[config.mk]
export PLATFORM = sky130hd
export DESIGN_NAME = asyncSramCtrl
export DESIGN_NICKNAME = d
export VERILOG_FILES = /design/src/rtl/asyncSramPkg.sv /design/src/rtl/asyncSramFsm.sv /design/src/rtl/asyncSramPath.sv /design/src/rtl/asyncSramCtrl.sv
export SDC_FILE = /design/constraint.sdc
export NUM_CORES = 1
export LEC_CHECK = 0
export ABC_CLOCK_PERIOD_IN_PS = 2460
export BUFFER_PORTS_ARGS = -buffer_cell sky130_fd_sc_hd__buf_2
export CORE_ASPECT_RATIO = 0.8
export CORE_MARGIN = 4
export CORE_UTILIZATION = 52
export DETAILED_ROUTE_END_ITERATION = 8
export PLACE_DENSITY = 0.85
export SLEW_MARGIN = 10
export SYNTH_ARGS = -nofsm -noshare
export SYNTH_HDL_FRONTEND = slang
export SYNTH_SLANG_ARGS = --single-unit
[constraint.sdc]
create_clock -name clk -period 2.46 [get_ports clk]
set_input_delay 0.492 -clock clk [delete_from_list [all_inputs] [get_ports clk]]
set_output_delay 0.492 -clock clk [all_outputs]
set_load 0.005 [all_outputs]
[src/rtl/asyncSramPkg.sv]
`timescale 1ns/1ps
package asyncSramPkg;

  typedef enum logic [2:0] {
    ST_IDLE,
    ST_RD_ACC,
    ST_RD_HIZ,
    ST_WR_SETUP,
    ST_WR_PULSE,
    ST_WR_HOLD
  } ctrlStateT;

  // Pin levels registered from the next state, plus datapath strobes.
  typedef struct packed {
    logic ceN;
    logic weN;
    logic oeN;
    logic laneOn;
    logic driveData;
  } pinSetT;

  typedef struct packed {
    logic loadReq;   // latch the request into the datapath
    logic capture;   // sample the RAM data on this edge
    logic finish;    // raise done on the next cycle
    logic laneOn;    // byte strobes may follow the byte enables
    logic driveData; // drive the data bus
  } ctrlStrobeT;

  typedef enum logic [2:0] {
    TK_ADDR_ACCESS,
    TK_OE_ACCESS,
    TK_OE_HIZ,
    TK_WR_CYCLE,
    TK_WR_PULSE,
    TK_DATA_SETUP
  } timingKindT;

  function automatic int unsigned gradeNs(input int unsigned speedNs, input timingKindT kind);
    int unsigned v;
    if (speedNs <= 55) begin
      case (kind)
        TK_ADDR_ACCESS: v = 55;
        TK_OE_ACCESS:   v = 30;
        TK_OE_HIZ:      v = 25;
        TK_WR_CYCLE:    v = 55;
        TK_WR_PULSE:    v = 30;
        default:        v = 25;
      endcase
    end else begin
      case (kind)
        TK_ADDR_ACCESS: v = 70;
        TK_OE_ACCESS:   v = 35;
        TK_OE_HIZ:      v = 30;
        TK_WR_CYCLE:    v = 70;
        TK_WR_PULSE:    v = 35;
        default:        v = 30;
      endcase
    end
    return v;
  endfunction

  function automatic int unsigned ceilDiv(input int unsigned num, input int unsigned den);
    return (num + den - 1) / den;
  endfunction

  function automatic int unsigned maxOf(input int unsigned a, input int unsigned b);
    return (a > b) ? a : b;
  endfunction

  function automatic pinSetT pinsFor(input ctrlStateT s);
    pinSetT p;
    p = '{ceN: 1'b1, weN: 1'b1, oeN: 1'b1, laneOn: 1'b0, driveData: 1'b0};
    case (s)
      ST_RD_ACC: begin
        p.ceN = 1'b0; p.oeN = 1'b0; p.laneOn = 1'b1;
      end
      ST_WR_SETUP, ST_WR_HOLD: begin
        p.ceN = 1'b0; p.laneOn = 1'b1; p.driveData = 1'b1;
      end
      ST_WR_PULSE: begin
        p.ceN = 1'b0; p.weN = 1'b0; p.laneOn = 1'b1; p.driveData = 1'b1;
      end
      default: ;
    endcase
    return p;
  endfunction

endpackage

[src/rtl/asyncSramFsm.sv]
`timescale 1ns/1ps
module asyncSramFsm
  import asyncSramPkg::*;
#(
  parameter int unsigned RD_CYCLES       = 7,
  parameter int unsigned WR_PULSE_CYCLES = 5,
  parameter int unsigned HIZ_CYCLES      = 3
) (
  input  logic       clk,
  input  logic       rstN,
  input  logic       reqValid,
  input  logic       reqWrite,
  output logic       reqReady,
  output logic       ceN,
  output logic       weN,
  output logic       oeN,
  output ctrlStrobeT strobe
);

  localparam int unsigned LONGEST = maxOf(maxOf(RD_CYCLES, WR_PULSE_CYCLES), HIZ_CYCLES);
  localparam int unsigned CNT_W   = $clog2(LONGEST + 1);
  localparam logic [CNT_W-1:0] RD_LAST    = CNT_W'(RD_CYCLES - 1);
  localparam logic [CNT_W-1:0] PULSE_LAST = CNT_W'(WR_PULSE_CYCLES - 1);
  localparam logic [CNT_W-1:0] HIZ_LAST   = CNT_W'(HIZ_CYCLES - 1);

  ctrlStateT        state, nextState;
  logic [CNT_W-1:0] cnt, nextCnt;
  pinSetT           pinsQ;
  logic             loadReq, capture, finish;

  always_ff @(posedge clk or negedge rstN) begin
    if (!rstN) begin
      state <= ST_IDLE;
      cnt   <= '0;
      pinsQ <= pinsFor(ST_IDLE);
    end else begin
      state <= nextState;
      cnt   <= nextCnt;
      pinsQ <= pinsFor(nextState);
    end
  end

  always_comb begin
    nextState = state;
    nextCnt   = cnt;
    loadReq   = 1'b0;
    capture   = 1'b0;
    finish    = 1'b0;
    case (state)
      ST_IDLE: begin
        if (reqValid) begin
          loadReq   = 1'b1;
          nextCnt   = '0;
          nextState = reqWrite ? ST_WR_SETUP : ST_RD_ACC;
        end
      end
      ST_RD_ACC: begin
        if (cnt == RD_LAST) begin
          capture   = 1'b1;
          finish    = 1'b1;
          nextCnt   = '0;
          nextState = ST_RD_HIZ;
        end else begin
          nextCnt = cnt + 1'b1;
        end
      end
      ST_RD_HIZ: begin
        if (cnt == HIZ_LAST) begin
          nextCnt   = '0;
          nextState = ST_IDLE;
        end else begin
          nextCnt = cnt + 1'b1;
        end
      end
      ST_WR_SETUP: begin
        nextCnt   = '0;
        nextState = ST_WR_PULSE;
      end
      ST_WR_PULSE: begin
        if (cnt == PULSE_LAST) begin
          nextCnt   = '0;
          nextState = ST_WR_HOLD;
        end else begin
          nextCnt = cnt + 1'b1;
        end
      end
      ST_WR_HOLD: begin
        finish    = 1'b1;
        nextState = ST_IDLE;
      end
      default: nextState = ST_IDLE;
    endcase
  end

  assign reqReady = (state == ST_IDLE);
  assign ceN      = pinsQ.ceN;
  assign weN      = pinsQ.weN;
  assign oeN      = pinsQ.oeN;

  assign strobe = '{loadReq: loadReq, capture: capture, finish: finish,
                    laneOn: pinsQ.laneOn, driveData: pinsQ.driveData};

endmodule

[src/rtl/asyncSramPath.sv]
`timescale 1ns/1ps
module asyncSramPath
  import asyncSramPkg::*;
#(
  parameter int unsigned ADDR_W = 18,
  parameter int unsigned DATA_W = 16,
  parameter int unsigned LANES  = 2
) (
  input  logic              clk,
  input  logic              rstN,
  input  ctrlStrobeT        strobe,
  input  logic [ADDR_W-1:0] reqAddr,
  input  logic [DATA_W-1:0] reqWdata,
  input  logic [LANES-1:0]  reqBe,
  input  logic [DATA_W-1:0] dqIn,
  output logic [ADDR_W-1:0] sramAddr,
  output logic [DATA_W-1:0] dqOut,
  output logic              dqOe,
  output logic [LANES-1:0]  laneN,
  output logic [DATA_W-1:0] rdData,
  output logic              done
);

  localparam int unsigned LANE_W = DATA_W / LANES;

  logic [ADDR_W-1:0] addrQ;
  logic [DATA_W-1:0] wdataQ;
  logic [LANES-1:0]  beQ;
  logic [DATA_W-1:0] rdMasked;

  always_ff @(posedge clk or negedge rstN) begin
    if (!rstN) begin
      addrQ  <= '0;
      wdataQ <= '0;
      beQ    <= '0;
      rdData <= '0;
      done   <= 1'b0;
    end else begin
      done <= strobe.finish;
      if (strobe.loadReq) begin
        addrQ  <= reqAddr;
        wdataQ <= reqWdata;
        beQ    <= reqBe;
      end
      if (strobe.capture) begin
        rdData <= rdMasked;
      end
    end
  end

  for (genvar g = 0; g < LANES; g++) begin : g_lane
    assign laneN[g] = ~(strobe.laneOn & beQ[g]);
    assign rdMasked[g*LANE_W +: LANE_W] = beQ[g] ? dqIn[g*LANE_W +: LANE_W] : '0;
  end

  assign sramAddr = addrQ;
  assign dqOut    = wdataQ;
  assign dqOe     = strobe.driveData;

endmodule

[src/rtl/asyncSramCtrl.sv]
`timescale 1ns/1ps
module asyncSramCtrl
  import asyncSramPkg::*;
#(
  parameter int unsigned ADDR_W        = 18,
  parameter int unsigned DATA_W        = 16,
  parameter int unsigned CLK_PERIOD_NS = 10,
  parameter int unsigned SPEED_NS      = 55
) (
  input  logic              clk,
  input  logic              rstN,
  input  logic              reqValid,
  input  logic              reqWrite,
  input  logic [ADDR_W-1:0] reqAddr,
  input  logic [DATA_W-1:0] reqWdata,
  input  logic [1:0]        reqBe,
  output logic              reqReady,
  output logic              done,
  output logic [DATA_W-1:0] rdData,
  output logic [ADDR_W-1:0] sramAddr,
  output logic              sramCeN,
  output logic              sramWeN,
  output logic              sramOeN,
  output logic              sramLbN,
  output logic              sramUbN,
  output logic [DATA_W-1:0] sramDqOut,
  output logic              sramDqOe,
  input  logic [DATA_W-1:0] sramDqIn
);

  localparam int unsigned ACCESS_NS =
    maxOf(gradeNs(SPEED_NS, TK_ADDR_ACCESS), gradeNs(SPEED_NS, TK_OE_ACCESS));
  // One extra cycle of margin for the capturing flop.
  localparam int unsigned RD_CYCLES = ceilDiv(ACCESS_NS, CLK_PERIOD_NS) + 1;
  localparam int unsigned WR_PULSE_CYCLES =
    maxOf(maxOf(ceilDiv(gradeNs(SPEED_NS, TK_WR_PULSE), CLK_PERIOD_NS),
                ceilDiv(gradeNs(SPEED_NS, TK_DATA_SETUP), CLK_PERIOD_NS)),
          ceilDiv(gradeNs(SPEED_NS, TK_WR_CYCLE), CLK_PERIOD_NS) - 1);
  localparam int unsigned HIZ_CYCLES = ceilDiv(gradeNs(SPEED_NS, TK_OE_HIZ), CLK_PERIOD_NS);

  ctrlStrobeT strobe;
  logic [1:0] laneN;

  asyncSramFsm #(
    .RD_CYCLES      (RD_CYCLES),
    .WR_PULSE_CYCLES(WR_PULSE_CYCLES),
    .HIZ_CYCLES     (HIZ_CYCLES)
  ) u_fsm (
    .clk     (clk),
    .rstN    (rstN),
    .reqValid(reqValid),
    .reqWrite(reqWrite),
    .reqReady(reqReady),
    .ceN     (sramCeN),
    .weN     (sramWeN),
    .oeN     (sramOeN),
    .strobe  (strobe)
  );

  asyncSramPath #(
    .ADDR_W(ADDR_W),
    .DATA_W(DATA_W),
    .LANES (2)
  ) u_path (
    .clk     (clk),
    .rstN    (rstN),
    .strobe  (strobe),
    .reqAddr (reqAddr),
    .reqWdata(reqWdata),
    .reqBe   (reqBe),
    .dqIn    (sramDqIn),
    .sramAddr(sramAddr),
    .dqOut   (sramDqOut),
    .dqOe    (sramDqOe),
    .laneN   (laneN),
    .rdData  (rdData),
    .done    (done)
  );

  assign sramLbN = laneN[0];
  assign sramUbN = laneN[1];

endmodule

==> out/results.tsv <==
metric	value	unit
Fmax	539	MHz
Syn Std Cell Area	2850	sq um
Initial DRC Count	69	
initial antenna violation count	0	
post-synth top area share	53.6	%
Fill cells	373	
Hold Violations, Final	0	
Yosys reg bits	64	
Fin Setup TNS	0	ns
Detailed Route WL	6230	um
Design Area, Final	3650	sq um
DR WL/cell	15.8	um
share of the yosys chip area belonging to registers	56.4	%
# diodes	0	
Worst setup SP type	register	
first-pass GRT wire length	9980	um
CTS buffer count	9	
pwr dens	1380	nW/um^2
skew final	0.00848	ns
CP Class	reg2reg	
vias per cell	5.05	
final setup margin	0.605	ns
via count	1996	
critical path arrival	2.08	ns
GRT overflow	0	
post-layout min period	1.86	ns
worst skew pair latency	0.34	ns
CP Cell Sequence	nor4b_4, buf_4, mux2_2	
Syn Nets	272	
crit-path max cell delay	0.55	ns
CTS tree	built	
final weighted congestion in routability-driven placement	0.785	
Top Usage Layer GRT	met2	
Worst-Margin Slew	0.601	ns
RSZ-0062 raised after global routing	no	
largest area contributor in the netlist	dfrtp_1	
clock slew at reported path FFs	0.07	ns
area occupied by multi-input gates	1090	sq um
cell area after placement	3400	sq um
Final nets	387	
Main synth FF type	dfrtp_1	
Total GRT Usage	19.2	%
Die W	90.7	um
met3 track demand over resource	8.59	%
layout cells sized above 1	57.1	%
port buffer count	113	
fin util	70.9	%
Starting Density	55.3	%
Hold Slack	0.152	ns
FF/Latch Area	1610	sq um
Worst EP required	2.68	ns
Rows	23	
DIE AREA	6730	sq um
CTS Hold Buffers Added	0	
Critical Path Fanout Max	27	
count leader, synth	dfrtp_1	
Cells after Synth	213	
pre-CTS WS	0.613	ns
Lkg Pwr	1.87	nW
layout overhead on the synthesized area	28.4	%
post-route ant nets	0	
clock sink total	64	
crit share post-route	75.4	%
Worst setup EP type	register	
Setup violations, final	0	
clock buffer depth	2	
detailed placement HPWL	4580	um
Slew Viols, Final	0	
# H-tree levels	3	
EDFF count, synth	0	
Pre-Repair DR Iteration Count	4	
outcome	finished, final reports clean	
clk root buf	clkbuf_8	
cts repair resizes	0	
syn avg cell area	13.4	sq um
synth cell count leaders	61 x dfrtp_1, 40 x nand2_1, 30 x mux2_4, 14 x o21ai_2, 8 x mux2_2	
peak supply drop	700	uV
CP max-delay cell	dfrtp_1	
Placeable Area	5150	sq um
worst hold path class	in2async	
Slew HR	59.9	%
vias in the first global route	2024	
post-synth cell types	32	
Post-CTS Setup Inserts	0	
Syn. warnings	0	
largest net degree at the start of global routing	33	
IO Pins	114	
top cells by area, synth	dfrtp_1 54%, mux2_4 16%, nand2_1 5.3%	
DRC viols	0	
met1 usage	24.5	%
GRT met2 Usage	30.4	%
max-capacitance violation count	0	
asr flop ratio synth	100	%
die height	74.2	um
worst paths after layout:
path / start / endpoint / slack, ns / cells past startpoint
max: u_fsm.state[2] / u_path.dqOut[11] / 0.60 / 3
min reg2reg: u_path.rdData[5] / u_path.rdData[5] / 0.47 / 2
max reg2reg: u_fsm.state[2] / u_path.dqOut[11] / 0.60 / 3
min: rstN / u_path.rdData[11] / 0.15 / 1
min in group clk: reqAddr[15] / u_path.sramAddr[15] / 0.38 / 2
max in group asynchronous: rstN / u_fsm.ceN / 1.64 / 2
per-stage QoR:
stage | power, W | instances
CTS | 0.00512 | 395
global placement | 0.00388 | 379
detailed placement | 0.00397 | 379
global route | 0.00539 | 395
finish | 0.00506 | 395
floorplan | 0.00327 | 213
routing by layer:
layer	wire length, um	vias up
met5	0	-
met4	72	0
met3	541	10
met2	2890	84
met1	2720	952
li1	-	950
critical path: cells and delay by family (launching register included):
kind / cells / cell delay (ns)
flip-flops: 1 / 0.55
buffers and inverters: 1 / 0.44
multiplexers: 1 / 0.39
AND/OR/NAND/NOR: 1 / 0.35
final cells by class:
cell class / count / share of cell area (%)
sequential: 64 / 43.9
multi-input combinational: 132 / 29.9
timing repair buffer: 118 / 16.8
clock buffer: 10 / 3.77
clock inverter: 6 / 3.15
tap: 62 / 2.12
inverter: 3 / 0.308
state kept, by name, summed over array words and instances, names as in the netlist:
name	cells
u_fsm.ceN	1
u_fsm.cnt	3
u_fsm.oeN	1
u_fsm.state	3
u_fsm.strobe	2
u_fsm.weN	1
u_path.beQ	2
u_path.done	1
u_path.dqOut	16
u_path.rdData	16
u_path.sramAddr	18
layout by cell type (no fill, tap or decap), drive strengths merged:
cell type / synthesis / layout
or3b: 1 / 1
nand2: 40 / 40
a32oi: 1 / 1
o31ai: 1 / 1
ha: 3 / 3
and2b: 1 / 1
o21ai: 18 / 18
a21o: 2 / 2
nor4b: 3 / 3
nor2b: 4 / 4
a21oi: 3 / 3
clkbuf: 2 / 10
dfrtp: 61 / 61
nand3: 3 / 3
inv: 3 / 4
or2b: 1 / 1
mux2: 38 / 38
clkinvlp: 0 / 1
nor2: 5 / 5
dfstp: 3 / 3
buf: 12 / 118
nand2b: 2 / 2
bufinv: 0 / 3
clkinv: 0 / 1
or3: 2 / 2
nand3b: 1 / 1
a22o: 1 / 1
nor3: 2 / 2
logic make-up after synthesis:
| logic type | synth area share [%] |
|---|---|
| muxes | 19.0 |
| DFF | 56.4 |
| and+or+nand+nor | 10.8 |
| buffers and inverters | 5.54 |
| adders and majority gates | 1.32 |
| AOI/OAI and AO/OA | 6.95 |
report_power, final:
group	leakage [nW]	internal, W	switching, W
Clock	0.123	0.000706	0.000416
Sequential	0.745	0.00160	0.000396
Combinational	1.01	0.00113	0.000809
Total	1.87	0.00344	0.00162
Power figures use the tool's default switching activity.
